$ cat src/rtl/ce_pkg.sv
package ce_pkg;

    typedef enum logic [3:0] {
        ST_IDLE,
        ST_SD0,
        ST_SD0W,
        ST_SD1,
        ST_SD1W,
        ST_DD,
        ST_DDW,
        ST_RD,
        ST_RDW,
        ST_WB,
        ST_FIN
    } ce_state_e;

    localparam int FLG_GATHER   = 0;
    localparam int FLG_SWAP     = 1;
    localparam int CTL_SRC_SWAP = 16;
    localparam int CTL_DST_SWAP = 17;
    localparam int CMD_HALT     = 0;
    localparam int CMD_PARKED   = 3;

    localparam logic [2:0] RA_SRC_BASE = 3'd0;
    localparam logic [2:0] RA_DST_BASE = 3'd1;
    localparam logic [2:0] RA_CTRL     = 3'd2;
    localparam logic [2:0] RA_CMD      = 3'd3;
    localparam logic [2:0] RA_SRC_WR   = 3'd4;
    localparam logic [2:0] RA_DST_WR   = 3'd5;
    localparam logic [2:0] RA_SRC_RD   = 3'd6;
    localparam logic [2:0] RA_DST_RD   = 3'd7;

    typedef struct packed {
        logic [15:0] flags;
        logic [15:0] nbytes;
    } desc_ctl_t;

    typedef struct packed {
        logic [15:0] max_len;
        logic        src_swap;
        logic        dst_swap;
        logic        halt;
    } ce_cfg_t;

    function automatic logic [31:0] swap_bytes(input logic [31:0] w);
        return {w[7:0], w[15:8], w[23:16], w[31:24]};
    endfunction

    function automatic logic [15:0] words_of(input logic [15:0] nbytes);
        return {2'b00, nbytes[15:2]} + {15'd0, |nbytes[1:0]};
    endfunction

endpackage

$ cat src/rtl/ce_ring_ptr.sv
module ce_ring_ptr #(
    parameter int ENTRIES = 8,
    localparam int IW = $clog2(ENTRIES)
) (
    input  logic          clk,
    input  logic          rst,
    input  logic          adv,
    input  logic [IW-1:0] wr_idx,
    output logic [IW-1:0] rd_idx,
    output logic          empty
);
    always_ff @(posedge clk) begin
        if (rst)
            rd_idx <= '0;
        else if (adv)
            rd_idx <= rd_idx + 1'b1;
    end

    assign empty = (rd_idx == wr_idx);


    adv_nonempty_chk: assert property (@(posedge clk) disable iff (rst)
        adv |-> !empty);

endmodule

$ cat src/rtl/ce_regs.sv
module ce_regs
    import ce_pkg::*;
#(
    parameter int AW  = 10,
    parameter int SIW = 3,
    parameter int DIW = 3
) (
    input  logic           clk,
    input  logic           rst,
    input  logic           reg_we,
    input  logic [2:0]     reg_addr,
    input  logic [31:0]    reg_wdata,
    output logic [31:0]    reg_rdata,
    input  logic [SIW-1:0] src_rd,
    input  logic [DIW-1:0] dst_rd,
    input  logic           engine_idle,
    output logic [AW-1:0]  src_base,
    output logic [AW-1:0]  dst_base,
    output ce_cfg_t        cfg,
    output logic [SIW-1:0] src_wr,
    output logic [DIW-1:0] dst_wr
);
    logic parked;
    logic unused_bits;

    assign unused_bits = ^reg_wdata[31:18];
    assign parked = cfg.halt && engine_idle;

    always_ff @(posedge clk) begin
        if (rst) begin
            src_base <= '0;
            dst_base <= '0;
            cfg      <= '0;
            src_wr   <= '0;
            dst_wr   <= '0;
        end else if (reg_we) begin
            case (reg_addr)
                RA_SRC_BASE: src_base <= reg_wdata[AW-1:0];
                RA_DST_BASE: dst_base <= reg_wdata[AW-1:0];
                RA_CTRL: begin
                    cfg.max_len  <= reg_wdata[15:0];
                    cfg.src_swap <= reg_wdata[CTL_SRC_SWAP];
                    cfg.dst_swap <= reg_wdata[CTL_DST_SWAP];
                end
                RA_CMD:    cfg.halt <= reg_wdata[CMD_HALT];
                RA_SRC_WR: src_wr   <= reg_wdata[SIW-1:0];
                RA_DST_WR: dst_wr   <= reg_wdata[DIW-1:0];
                default: ;
            endcase
        end
    end

    always_comb begin
        reg_rdata = '0;
        case (reg_addr)
            RA_SRC_BASE: reg_rdata = 32'(src_base);
            RA_DST_BASE: reg_rdata = 32'(dst_base);
            RA_CTRL:     reg_rdata = {14'd0, cfg.dst_swap, cfg.src_swap, cfg.max_len};
            RA_CMD:      reg_rdata = {28'd0, parked, 2'b00, cfg.halt};
            RA_SRC_WR:   reg_rdata = 32'(src_wr);
            RA_DST_WR:   reg_rdata = 32'(dst_wr);
            RA_SRC_RD:   reg_rdata = 32'(src_rd);
            RA_DST_RD:   reg_rdata = 32'(dst_rd);
            default:     reg_rdata = '0;
        endcase
    end

endmodule

$ cat src/rtl/ce_engine.sv
module ce_engine
    import ce_pkg::*;
#(
    parameter int AW  = 10,
    parameter int SIW = 3,
    parameter int DIW = 3
) (
    input  logic           clk,
    input  logic           rst,
    input  logic [AW-1:0]  src_base,
    input  logic [AW-1:0]  dst_base,
    input  ce_cfg_t        cfg,
    input  logic           src_empty,
    input  logic           dst_empty,
    input  logic [SIW-1:0] src_idx,
    input  logic [DIW-1:0] dst_idx,
    output logic           mem_req,
    output logic           mem_we,
    output logic [AW-1:0]  mem_addr,
    output logic [31:0]    mem_wdata,
    input  logic [31:0]    mem_rdata,
    output logic           src_adv,
    output logic           dst_adv,
    output logic           idle,
    output logic           copy_done,
    output logic           err_src_len,
    output logic           err_dst_max
);
    ce_state_e   st;
    logic [AW-1:0] src_ptr, dst_ptr;
    logic [15:0] frag_flags;
    logic [15:0] words_left;
    logic [16:0] total;
    logic        dst_open;
    logic        rd_swap;
    logic        net_swap;

    desc_ctl_t   dctl;
    logic [17:0] sum;
    logic        len_zero, over, do_copy, last_word;
    logic [AW-1:0] src_slot, dst_slot;
    logic [31:0] rd_word, wr_word;

    assign dctl     = desc_ctl_t'(mem_rdata);
    assign sum      = {1'b0, total} + {2'b00, dctl.nbytes};
    assign len_zero = (dctl.nbytes == 16'd0);
    assign over     = (sum > {2'b00, cfg.max_len});
    assign do_copy  = !len_zero && !over;
    assign last_word = (words_left == 16'd1);

    assign src_slot = src_base + AW'({src_idx, 1'b0});
    assign dst_slot = dst_base + AW'({dst_idx, 1'b0});

    assign rd_word = rd_swap ? swap_bytes(mem_rdata) : mem_rdata;
    assign wr_word = cfg.dst_swap ? swap_bytes(rd_word) : rd_word;

    always_comb begin
        mem_req   = 1'b0;
        mem_we    = 1'b0;
        mem_addr  = '0;
        mem_wdata = '0;
        case (st)
            ST_SD0: begin
                mem_req  = 1'b1;
                mem_addr = src_slot;
            end
            ST_SD1: begin
                mem_req  = 1'b1;
                mem_addr = src_slot + 1'b1;
            end
            ST_DD: begin
                mem_req  = !dst_empty;
                mem_addr = dst_slot;
            end
            ST_RD: begin
                mem_req  = 1'b1;
                mem_addr = src_ptr;
            end
            ST_RDW: begin
                mem_req   = 1'b1;
                mem_we    = 1'b1;
                mem_addr  = dst_ptr;
                mem_wdata = wr_word;
            end
            ST_WB: begin
                mem_req   = 1'b1;
                mem_we    = 1'b1;
                mem_addr  = dst_slot + 1'b1;
                mem_wdata = {frag_flags[15:2], net_swap, 1'b0, total[15:0]};
            end
            default: ;
        endcase
    end

    assign src_adv     = ((st == ST_SD1W) && !do_copy) || ((st == ST_RDW) && last_word);
    assign dst_adv     = (st == ST_FIN);
    assign copy_done   = (st == ST_FIN);
    assign err_src_len = (st == ST_SD1W) && len_zero;
    assign err_dst_max = (st == ST_SD1W) && !len_zero && over;
    assign idle        = (st == ST_IDLE);

    always_ff @(posedge clk) begin
        if (rst) begin
            st         <= ST_IDLE;
            src_ptr    <= '0;
            dst_ptr    <= '0;
            frag_flags <= '0;
            words_left <= '0;
            total      <= '0;
            dst_open   <= 1'b0;
            rd_swap    <= 1'b0;
            net_swap   <= 1'b0;
        end else begin
            case (st)
                ST_IDLE: if (!cfg.halt && !src_empty) st <= ST_SD0;
                ST_SD0:  st <= ST_SD0W;
                ST_SD0W: begin
                    src_ptr <= mem_rdata[AW-1:0];
                    st      <= ST_SD1;
                end
                ST_SD1:  st <= ST_SD1W;
                ST_SD1W: begin
                    frag_flags <= dctl.flags;
                    words_left <= words_of(dctl.nbytes);
                    if (do_copy) begin
                        total    <= sum[16:0];
                        rd_swap  <= dctl.flags[FLG_SWAP] | cfg.src_swap;
                        net_swap <= (dctl.flags[FLG_SWAP] | cfg.src_swap) ^ cfg.dst_swap;
                        st       <= dst_open ? ST_RD : ST_DD;
                    end else begin
                        st <= (dst_open && !dctl.flags[FLG_GATHER]) ? ST_WB : ST_IDLE;
                    end
                end
                ST_DD:   if (!dst_empty) st <= ST_DDW;
                ST_DDW: begin
                    dst_ptr  <= mem_rdata[AW-1:0];
                    dst_open <= 1'b1;
                    st       <= ST_RD;
                end
                ST_RD:   st <= ST_RDW;
                ST_RDW: begin
                    src_ptr    <= src_ptr + 1'b1;
                    dst_ptr    <= dst_ptr + 1'b1;
                    words_left <= words_left - 1'b1;
                    if (last_word)
                        st <= frag_flags[FLG_GATHER] ? ST_IDLE : ST_WB;
                    else
                        st <= ST_RD;
                end
                ST_WB:   st <= ST_FIN;
                ST_FIN: begin
                    total    <= '0;
                    dst_open <= 1'b0;
                    net_swap <= 1'b0;
                    st       <= ST_IDLE;
                end
                default: st <= ST_IDLE;
            endcase
        end
    end


    wb_before_done_chk: assert property (@(posedge clk) disable iff (rst)
        copy_done |-> $past(mem_req && mem_we));


    dst_stall_chk: assert property (@(posedge clk) disable iff (rst)
        (st == ST_DD && dst_empty) |=> (st == ST_DD));


    evt_excl_chk: assert property (@(posedge clk) disable iff (rst)
        $onehot0({copy_done, err_src_len, err_dst_max}));


    dst_hold_chk: assert property (@(posedge clk) disable iff (rst)
        dst_adv |-> !src_adv);

endmodule

$ cat src/rtl/ce_copy_engine.sv
module ce_copy_engine
    import ce_pkg::*;
#(
    parameter int AW          = 10,
    parameter int SRC_ENTRIES = 8,
    parameter int DST_ENTRIES = 8
) (
    input  logic          clk,
    input  logic          rst,
    input  logic          reg_we,
    input  logic [2:0]    reg_addr,
    input  logic [31:0]   reg_wdata,
    output logic [31:0]   reg_rdata,
    output logic          mem_req,
    output logic          mem_we,
    output logic [AW-1:0] mem_addr,
    output logic [31:0]   mem_wdata,
    input  logic [31:0]   mem_rdata,
    output logic          copy_done,
    output logic          err_src_len,
    output logic          err_dst_max
);
    localparam int SIW = $clog2(SRC_ENTRIES);
    localparam int DIW = $clog2(DST_ENTRIES);

    logic [AW-1:0]  src_base, dst_base;
    ce_cfg_t        cfg;
    logic [SIW-1:0] src_wr, src_rd;
    logic [DIW-1:0] dst_wr, dst_rd;
    logic           src_empty, dst_empty, src_adv, dst_adv, idle;

    ce_regs #(.AW(AW), .SIW(SIW), .DIW(DIW)) u_regs (
        .clk(clk), .rst(rst),
        .reg_we(reg_we), .reg_addr(reg_addr), .reg_wdata(reg_wdata), .reg_rdata(reg_rdata),
        .src_rd(src_rd), .dst_rd(dst_rd), .engine_idle(idle),
        .src_base(src_base), .dst_base(dst_base), .cfg(cfg),
        .src_wr(src_wr), .dst_wr(dst_wr)
    );

    ce_ring_ptr #(.ENTRIES(SRC_ENTRIES)) u_src_ptr (
        .clk(clk), .rst(rst), .adv(src_adv), .wr_idx(src_wr),
        .rd_idx(src_rd), .empty(src_empty)
    );

    ce_ring_ptr #(.ENTRIES(DST_ENTRIES)) u_dst_ptr (
        .clk(clk), .rst(rst), .adv(dst_adv), .wr_idx(dst_wr),
        .rd_idx(dst_rd), .empty(dst_empty)
    );

    ce_engine #(.AW(AW), .SIW(SIW), .DIW(DIW)) u_engine (
        .clk(clk), .rst(rst),
        .src_base(src_base), .dst_base(dst_base), .cfg(cfg),
        .src_empty(src_empty), .dst_empty(dst_empty),
        .src_idx(src_rd), .dst_idx(dst_rd),
        .mem_req(mem_req), .mem_we(mem_we), .mem_addr(mem_addr),
        .mem_wdata(mem_wdata), .mem_rdata(mem_rdata),
        .src_adv(src_adv), .dst_adv(dst_adv), .idle(idle),
        .copy_done(copy_done), .err_src_len(err_src_len), .err_dst_max(err_dst_max)
    );


    halt_quiet_chk: assert property (@(posedge clk) disable iff (rst)
        (cfg.halt && idle) |=> !mem_req);

endmodule

$ cat config.mk
export PLATFORM = sky130hd
export DESIGN_NAME = ce_copy_engine
export DESIGN_NICKNAME = d
export VERILOG_FILES = /design/src/rtl/ce_pkg.sv /design/src/rtl/ce_ring_ptr.sv /design/src/rtl/ce_regs.sv /design/src/rtl/ce_engine.sv /design/src/rtl/ce_copy_engine.sv
export SDC_FILE = /design/constraint.sdc
export NUM_CORES = 1
export LEC_CHECK = 0
export ABC_AREA = 1
export ABC_CLOCK_PERIOD_IN_PS = 8700
export BUFFER_PORTS_ARGS = -buffer_cell sky130_fd_sc_hd__buf_2
export CAP_MARGIN = 5
export CELL_PAD_IN_SITES_DETAIL_PLACEMENT = 1
export CELL_PAD_IN_SITES_GLOBAL_PLACEMENT = 1
export CORE_UTILIZATION = 44
export DETAILED_ROUTE_END_ITERATION = 16
export GPL_TIMING_DRIVEN = 0
export HOLD_SLACK_MARGIN = 0.15
export PLACE_DENSITY_LB_ADDON = 0.1
export SYNTH_ARGS = -nofsm -noshare
export SYNTH_HDL_FRONTEND = slang
export SYNTH_SLANG_ARGS = --single-unit
export TNS_END_PERCENT = 10
$ cat constraint.sdc
create_clock -name clk -period 8.7 [get_ports clk]
set_input_delay 1.305 -clock clk [delete_from_list [all_inputs] [get_ports clk]]
set_output_delay 1.305 -clock clk [all_outputs]
set_load 0.05 [all_outputs]
==> out/metrics.csv, run 1 <==
stage,metric,value,unit
floorplan,die_h,149.1,um
critical_path,cp-end-kind,output port,
synth,ys_warn_count,0,
final_layout,fin_nets,1770,
global_route,grtUsageTotal,37.04,%
outcome,outcome,finished clean,
sta,min_period_over_period,72.79,%
final_layout,final_area,11090,um2
clock_network,cts.sinks,126,
global_route,grt_max_degree,17,
sta,skew,0.01638,ns
sta,hold_viol,0,
critical_path,path_class,input port to output port,
floorplan,rows,53,
critical_path,setup.worst_path.start_class,input port,
critical_path,cpPeakStageDelay,0.54,ns
power_and_ir_drop,clock_power_share,44.5,%
power_and_ir_drop,ir_drop,111.8,uV
synth,avgSynthCellArea,6.352,um2
placed_design,placed_area,10510,um2
synth,synth_top_cells_by_area,"dfxtp_1 (27%), nand2_1 (12%), o21ai_0 (10%)",
synth,seq_area_frac_synth,26.51,%
final_layout,syn2layout_area_growth,16.57,%
global_route,antenna_found_initial,0,
critical_path,critPathTopFamily,compound AO/OA/AOI/OAI gates,
worst_hold_path,hold_class,register to register,
clock_network,post-cts-setup-buffer-count,0,
clock_network,clk_pin_slew_worst_paths,0.06,ns
synth,synthFlopType,dfxtp_1,
floorplan,core,21090,um2
clock_network,tritoncts,built,
power_and_ir_drop,combPwrFrac,18.1,%
drt,routed_wl,40.75,mm
sta,tns,0,ns
floorplan,io_pins,149,
critical_path,critical_path.slowest_cell,a221oi_1,
global_route,grt.overflow.total,0,
clock_network,cts_made_buffers,17,
power_and_ir_drop,p_sw,0.5761,mW
synth,synth_top_area_share,26.51,%
clock_network,cts-root-buf,clkbuf_16,
critical_path,path_cells,buf_2 -> ha_1 -> inv_1 -> fa_1 -> o21ai_2 -> nand3_1 -> nand2_2 -> a21oi_1 -> o21ai_0 -> xor2_1 -> ha_1 -> nand2_1 -> nor2_1 -> nand2_1 -> nand2_1 -> nand2_1 -> nand2_1 -> nand2_1 -> a221oi_1 -> buf_2,
synth,synth_cell_types,62,
floorplan,dieArea,22220,um2
drt,drt_iter0_drc,947,
placed_design,io_buffers,120,
global_route,grt_pass1_vias,11155,
critical_path,arrival,5.03,ns
critical_path,timing.rr.start,u_engine.total[0]$_SDFFE_PP0P_,
sta,setup_viol,0,
synth,ys_ff_latch,126,
power_and_ir_drop,netSwitchingFraction,35.23,%
sta,max_freq,157.9,MHz
drt,drc,0,
placed_design,dpl.hpwl,31.78,mm
critical_path,crit_start,mem_rdata[0],
worst_hold_path,min_from,u_engine.words_left[15]$_SDFFE_PP0P_,
drt,first_pass_iters,5,
synth,async_flop_share,0,%
sta,fin_crit,6.333,ns
drt,ant_nets,0,
final_layout,num_antenna_cells,0,
synth,syn_area,9515,um2
clock_network,hold_buffers,0,
drt,wl_per_cell,21.03,um
final_layout,final_layout_size_suffix_gt1_share,13.71,%
clock_network,cts_max_level,4,
final_layout,final_cell_mix,"nand2_1 (311), o21ai_0 (199), nor2_1 (169), inv_1 (168)",
sta,rsz0062_at_grt,no,
clock_network,post_cts_resized,0,
floorplan,die_w,149.1,um
synth,synthCells,1498,
drt,viasPerCell,5.899,
power_and_ir_drop,p_leak,4.967,nW
sta,worst_pin_slew,0.9838,ns
clock_network,clock_latency,0.45,ns
drt,via_count,11433,
power_and_ir_drop,p_int,1.059,mW
synth,synth_area_leader_cell,dfxtp_1,
critical_path,cp_max_fo,3,
flow_run,cap_violations,0,
power_and_ir_drop,cellPowerDensity,147.4,nW/um2
floorplan,initial_core_util,45.12,%
sta,timing.final.max_slew_violations,0,
critical_path,cp.required,7.39,ns
placed_design,place.gp.congestion,0.9694,
power_and_ir_drop,seqPwrFrac,37.3,%
global_route,grt_pass1_wl,62.56,mm
sta,relSlewSlack,34.41,%
synth,synth_edf_count,0,
critical_path,path_buf_inv,3,
clock_network,cts_buffer_depth,2,
critical_path,cp_common_cell,nand2_1,
final_layout,final_common_cell,nand2_1,
registers in the layout, indices dropped and copies added (netlist names):
signal               count
u_dst_ptr.rd_idx         3
u_engine.dst_open        1
u_engine.dst_ptr        10
u_engine.frag_flags     15
u_engine.net_swap        1
u_engine.rd_swap         1
u_engine.src_ptr        10
u_engine.st              4
u_engine.total          17
u_engine.words_left     16
u_regs.cfg              19
u_regs.dst_base         10
u_regs.dst_wr            3
u_regs.src_base         10
u_regs.src_wr            3
u_src_ptr.rd_idx         3
per-stage QoR:
stage,total power [mW],instances,setup slack [ns],utilization [%],hold slack [ns]
2_1_floorplan,0.8083,1511,2.777,-,0.4381
3_3_place_gp,0.9026,1906,2.680,49.83,0.4501
3_5_place_dp,0.9095,1906,2.579,49.83,0.4739
4_1_cts,1.632,1938,2.490,52.60,0.4819
5_1_grt,1.692,1938,2.207,52.60,0.5002
6_report,1.635,1938,2.367,52.60,0.4799
tightest hold or removal path, cell delays in order, from the launching register on:
cell,delay [ns]
dfxtp_1,0.31
nand2_1,0.06
a21oi_1,0.06
synthesized netlist by cell type (8+ instances only):
cell type  number
nand3_1        77
xnor2_1        12
buf_4          16
a21oi_2        10
nand4_1        20
nand2_2        11
o21ai_1         8
o221ai_1        8
inv_1         168
o22ai_1        14
nor2_1        169
a221oi_1       11
nand2_1       311
clkbuf_1       44
a21oi_1       105
a31oi_1        11
o211ai_1       11
o21ai_0       199
nor3_1         13
ha_1           47
xor2_1         24
dfxtp_1       126
layer usage:
metal  share of wire [%]  GRT usage [%]  wire, um
met3                 8.0          6.881      3246
met1                  43          49.03     17470
met2                  46          58.79     18720
met4                 3.2          15.56      1316
met5                   0              0         0
path summary, 6_finish.rpt:
check	slack [ns]	endpoint	depth (start not counted)
setup / recovery	2.37	err_dst_max	20
hold / removal	0.48	u_engine.words_left[15]$_SDFFE_PP0P_	2
setup reg to reg	4.72	u_src_ptr.rd_idx[2]$_SDFFE_PP0P_	21
hold reg to reg	0.48	u_engine.words_left[15]$_SDFFE_PP0P_	2
power by group through the flow:
| stage | Clock [mW] | Combinational [mW] | Sequential (mW) |
|---|---|---|---|
| 2_1_floorplan | 0 | 0.191 | 0.617 |
| 3_3_place_gp | 0 | 0.280 | 0.622 |
| 3_5_place_dp | 0 | 0.287 | 0.623 |
| 4_1_cts | 0.733 | 0.289 | 0.610 |
| 5_1_grt | 0.762 | 0.318 | 0.613 |
| 6_report | 0.728 | 0.296 | 0.611 |
area by class of cell:
cell class / instances / area [um2]
fill: 2927 / 9996
multi-input combinational: 1138 / 6031
sequential: 126 / 2522
inverter: 177 / 665.6
timing repair buffer: 120 / 600.6
clock buffer: 17 / 425.4
buffer: 70 / 345.3
tap: 275 / 344.1
clock inverter: 15 / 157.7
kinds of logic after synthesis:
family	Yosys count	synth area share [%]
compound gates	411	24.64
xor+xnor	36	3.314
fa+ha+maj	50	6.811
buf+inv	247	10.62
flops	126	26.51
other cells	1	0.03941
simple gates	627	28.06
(Power assumes the default switching activity.)
==> run 2, diff against run 1 <==
- ABC_CLOCK_PERIOD_IN_PS: 8700 -> 5300
- CORE_UTILIZATION: 44 -> 37
- clock period: 8.7 -> 5.3 ns (I/O delays scaled with it)
==> run 2 against run 1 <==
  * Clock power up 77%
  * Sequential power up 64%
  * Clock skew down 0.0033 ns
  * Clock-buffer cell count up 1
  * Critical path type unchanged
  * Worst setup slack worse by 2.2 ns
  * Non-clock buffer count up 1
  * Critical path depth unchanged
  * Register-to-register slack worse by 3.4 ns
  * Sequential share of layout area down 0.25 points
==> out/metrics.csv, run 2 (synthesized netlist as in run 1, its figures left out) <==
stage,metric,value,unit
drt,drt_iter0_drc,839,
drt,routed_wl,40.74,mm
clock_network,cts.sinks,126,
sta,tns,0,ns
floorplan,dieArea,26360,um2
sta,timing.final.max_slew_violations,0,
worst_hold_path,hold_class,register to register,
final_layout,largest_reg_flops,19,
final_layout,utilization,44.53,%
critical_path,cp.required,4.51,ns
critical_path,arrival,4.37,ns
sta,setup_ws,0.1309,ns
final_layout,n_fill_cell,3452,
sta,fin_crit,5.169,ns
power_and_ir_drop,cellPowerDensity,247.2,nW/um2
drt,via_count,11148,
final_layout,fin_nets,1771,
clock_network,hold_buffers,0,
sta,rsz0062_at_grt,no,
placed_design,pre_cts_ws,0.07743,ns
drt,drc,0,
drt,wl_per_cell,20.43,um
clock_network,cts_buffer_depth,2,
placed_design,place.gp.congestion,0.9466,
floorplan,die_w,162.4,um
power_and_ir_drop,p_leak,4.989,nW
final_layout,regMostFlops,u_regs.cfg,
global_route,grt.overflow.total,0,
floorplan,initial_core_util,37.79,%
sta,max_freq,193.5,MHz
drt,first_pass_iters,5,
floorplan,rows,58,
placed_design,dpl.hpwl,32.36,mm
critical_path,setup.worst_path.start_class,input port,
global_route,grtUsageTotal,31.07,%
global_route,antenna_found_initial,0,
sta,relSlewSlack,34.72,%
sta,min_period_over_period,97.53,%
final_layout,final_layout_size_suffix_gt1_share,13.82,%
final_layout,final_cell_mix,"nand2_1 (311), o21ai_0 (199), nor2_1 (169), inv_1 (168)",
floorplan,core,25180,um2
clock_network,clock_latency,0.44,ns
clock_network,cts_made_buffers,17,
critical_path,cp-end-kind,output port,
power_and_ir_drop,ir_drop,200.5,uV
global_route,grt_pass1_wl,62.37,mm
critical_path,path_class,input port to output port,
clock_network,clk_pin_slew_worst_paths,0.06,ns
final_layout,num_antenna_cells,0,
sta,worst_pin_slew,0.9792,ns
clock_network,cts_max_level,4,
sta,setup_viol,0,
sta,skew,0.01311,ns
final_layout,final_common_cell,nand2_1,
floorplan,io_pins,149,
drt,viasPerCell,5.591,
clock_network,cts-root-buf,clkbuf_16,
final_layout,syn2layout_area_growth,17.84,%
sta,hold_viol,0,
outcome,outcome,finished clean,
critical_path,cp_max_fo,3,
flow_run,cap_violations,0,
placed_design,io_buffers,120,
final_layout,largestRegisters,"u_regs.cfg x19, u_engine.total x17, u_engine.words_left x16",
drt,ant_nets,0,
floorplan,die_h,162.4,um
global_route,grt_pass1_vias,10946,
global_route,grt_max_degree,17,
clock_network,tritoncts,built,
run 2: timing repair:
| action | CTS | global route |
|---|---|---|
| setup buffers | 0 | 1 |
| gates resized for setup | 0 | 1 |
| setup endpoints to repair | 0 | 1 |
run 2: worst max-delay path: stages:
cell	delay (ns)
buf_2	0.14
ha_1	0.27
inv_1	0.13
fa_1	0.44
o21ai_2	0.19
nand3_1	0.11
nand2_2	0.11
a21oi_1	0.12
o21ai_0	0.22
xor2_1	0.28
ha_1	0.17
nand2_1	0.07
nor2_1	0.21
nand2_1	0.08
nand2_1	0.06
nand2_1	0.04
nand2_1	0.06
nand2_1	0.19
a221oi_2	0.36
buf_2	0.33
run 2: per-stage QoR:
stage,power (mW),hold WS [ns],cells,cell area [um2]
floorplan,1.327,0.4381,1511,9564
global placement,1.488,0.4490,1961,10580
detailed placement,1.497,0.4666,1961,10580
CTS,2.770,0.4754,1993,11200
global route,2.864,0.4805,1994,11210
finish,2.772,0.4748,1994,11210
run 2: path summary, 6_finish.rpt:
path | startpoint | to | slack, ns | cells past startpoint
max | mem_rdata[0] | err_dst_max | 0.13 | 20
min | u_engine.dst_open$_SDFFE_PP0P_ | u_engine.st[1]$_SDFFE_PP0P_ | 0.47 | 2
max reg2reg | u_engine.total[0]$_SDFFE_PP0P_ | u_engine.total[7]$_SDFFE_PP0P_ | 1.33 | 21
min reg2reg | u_engine.dst_open$_SDFFE_PP0P_ | u_engine.st[1]$_SDFFE_PP0P_ | 0.47 | 2
run 2: power breakdown:
| part | switching, mW | leakage, nW | internal [mW] | total [mW] |
|---|---|---|---|---|
| Clock | 0.523 | 0.300 | 0.763 | 1.29 |
| Combinational | 0.351 | 3.67 | 0.131 | 0.482 |
| Sequential | 0.0294 | 1.02 | 0.974 | 1.00 |
| Total | 0.903 | 4.99 | 1.87 | 2.77 |
run 2: routing by layer:
metal / global-route usage [%] / up-vias / share of wire [%]
met5: 0 / - / 0
met3: 4.991 / 74 / 6.1
li1: - / 5311 / -
met1: 41.72 / 5405 / 46
met2: 49.90 / 358 / 45
met4: 11.45 / 0 / 3.0
run 2: layout make-up:
type                            count  area, um2  area share (%)
Buffer                             70      345.3           3.080
Clock buffer                       18      439.2           3.917
Clock inverter                     14      182.7           1.629
Inverter                          177      665.6           5.936
Multi-Input combinational cell   1138       6037           53.84
Sequential cell                   126       2522           22.49
Tap cell                          330      412.9           3.682
Timing Repair Buffer              121      608.1           5.423
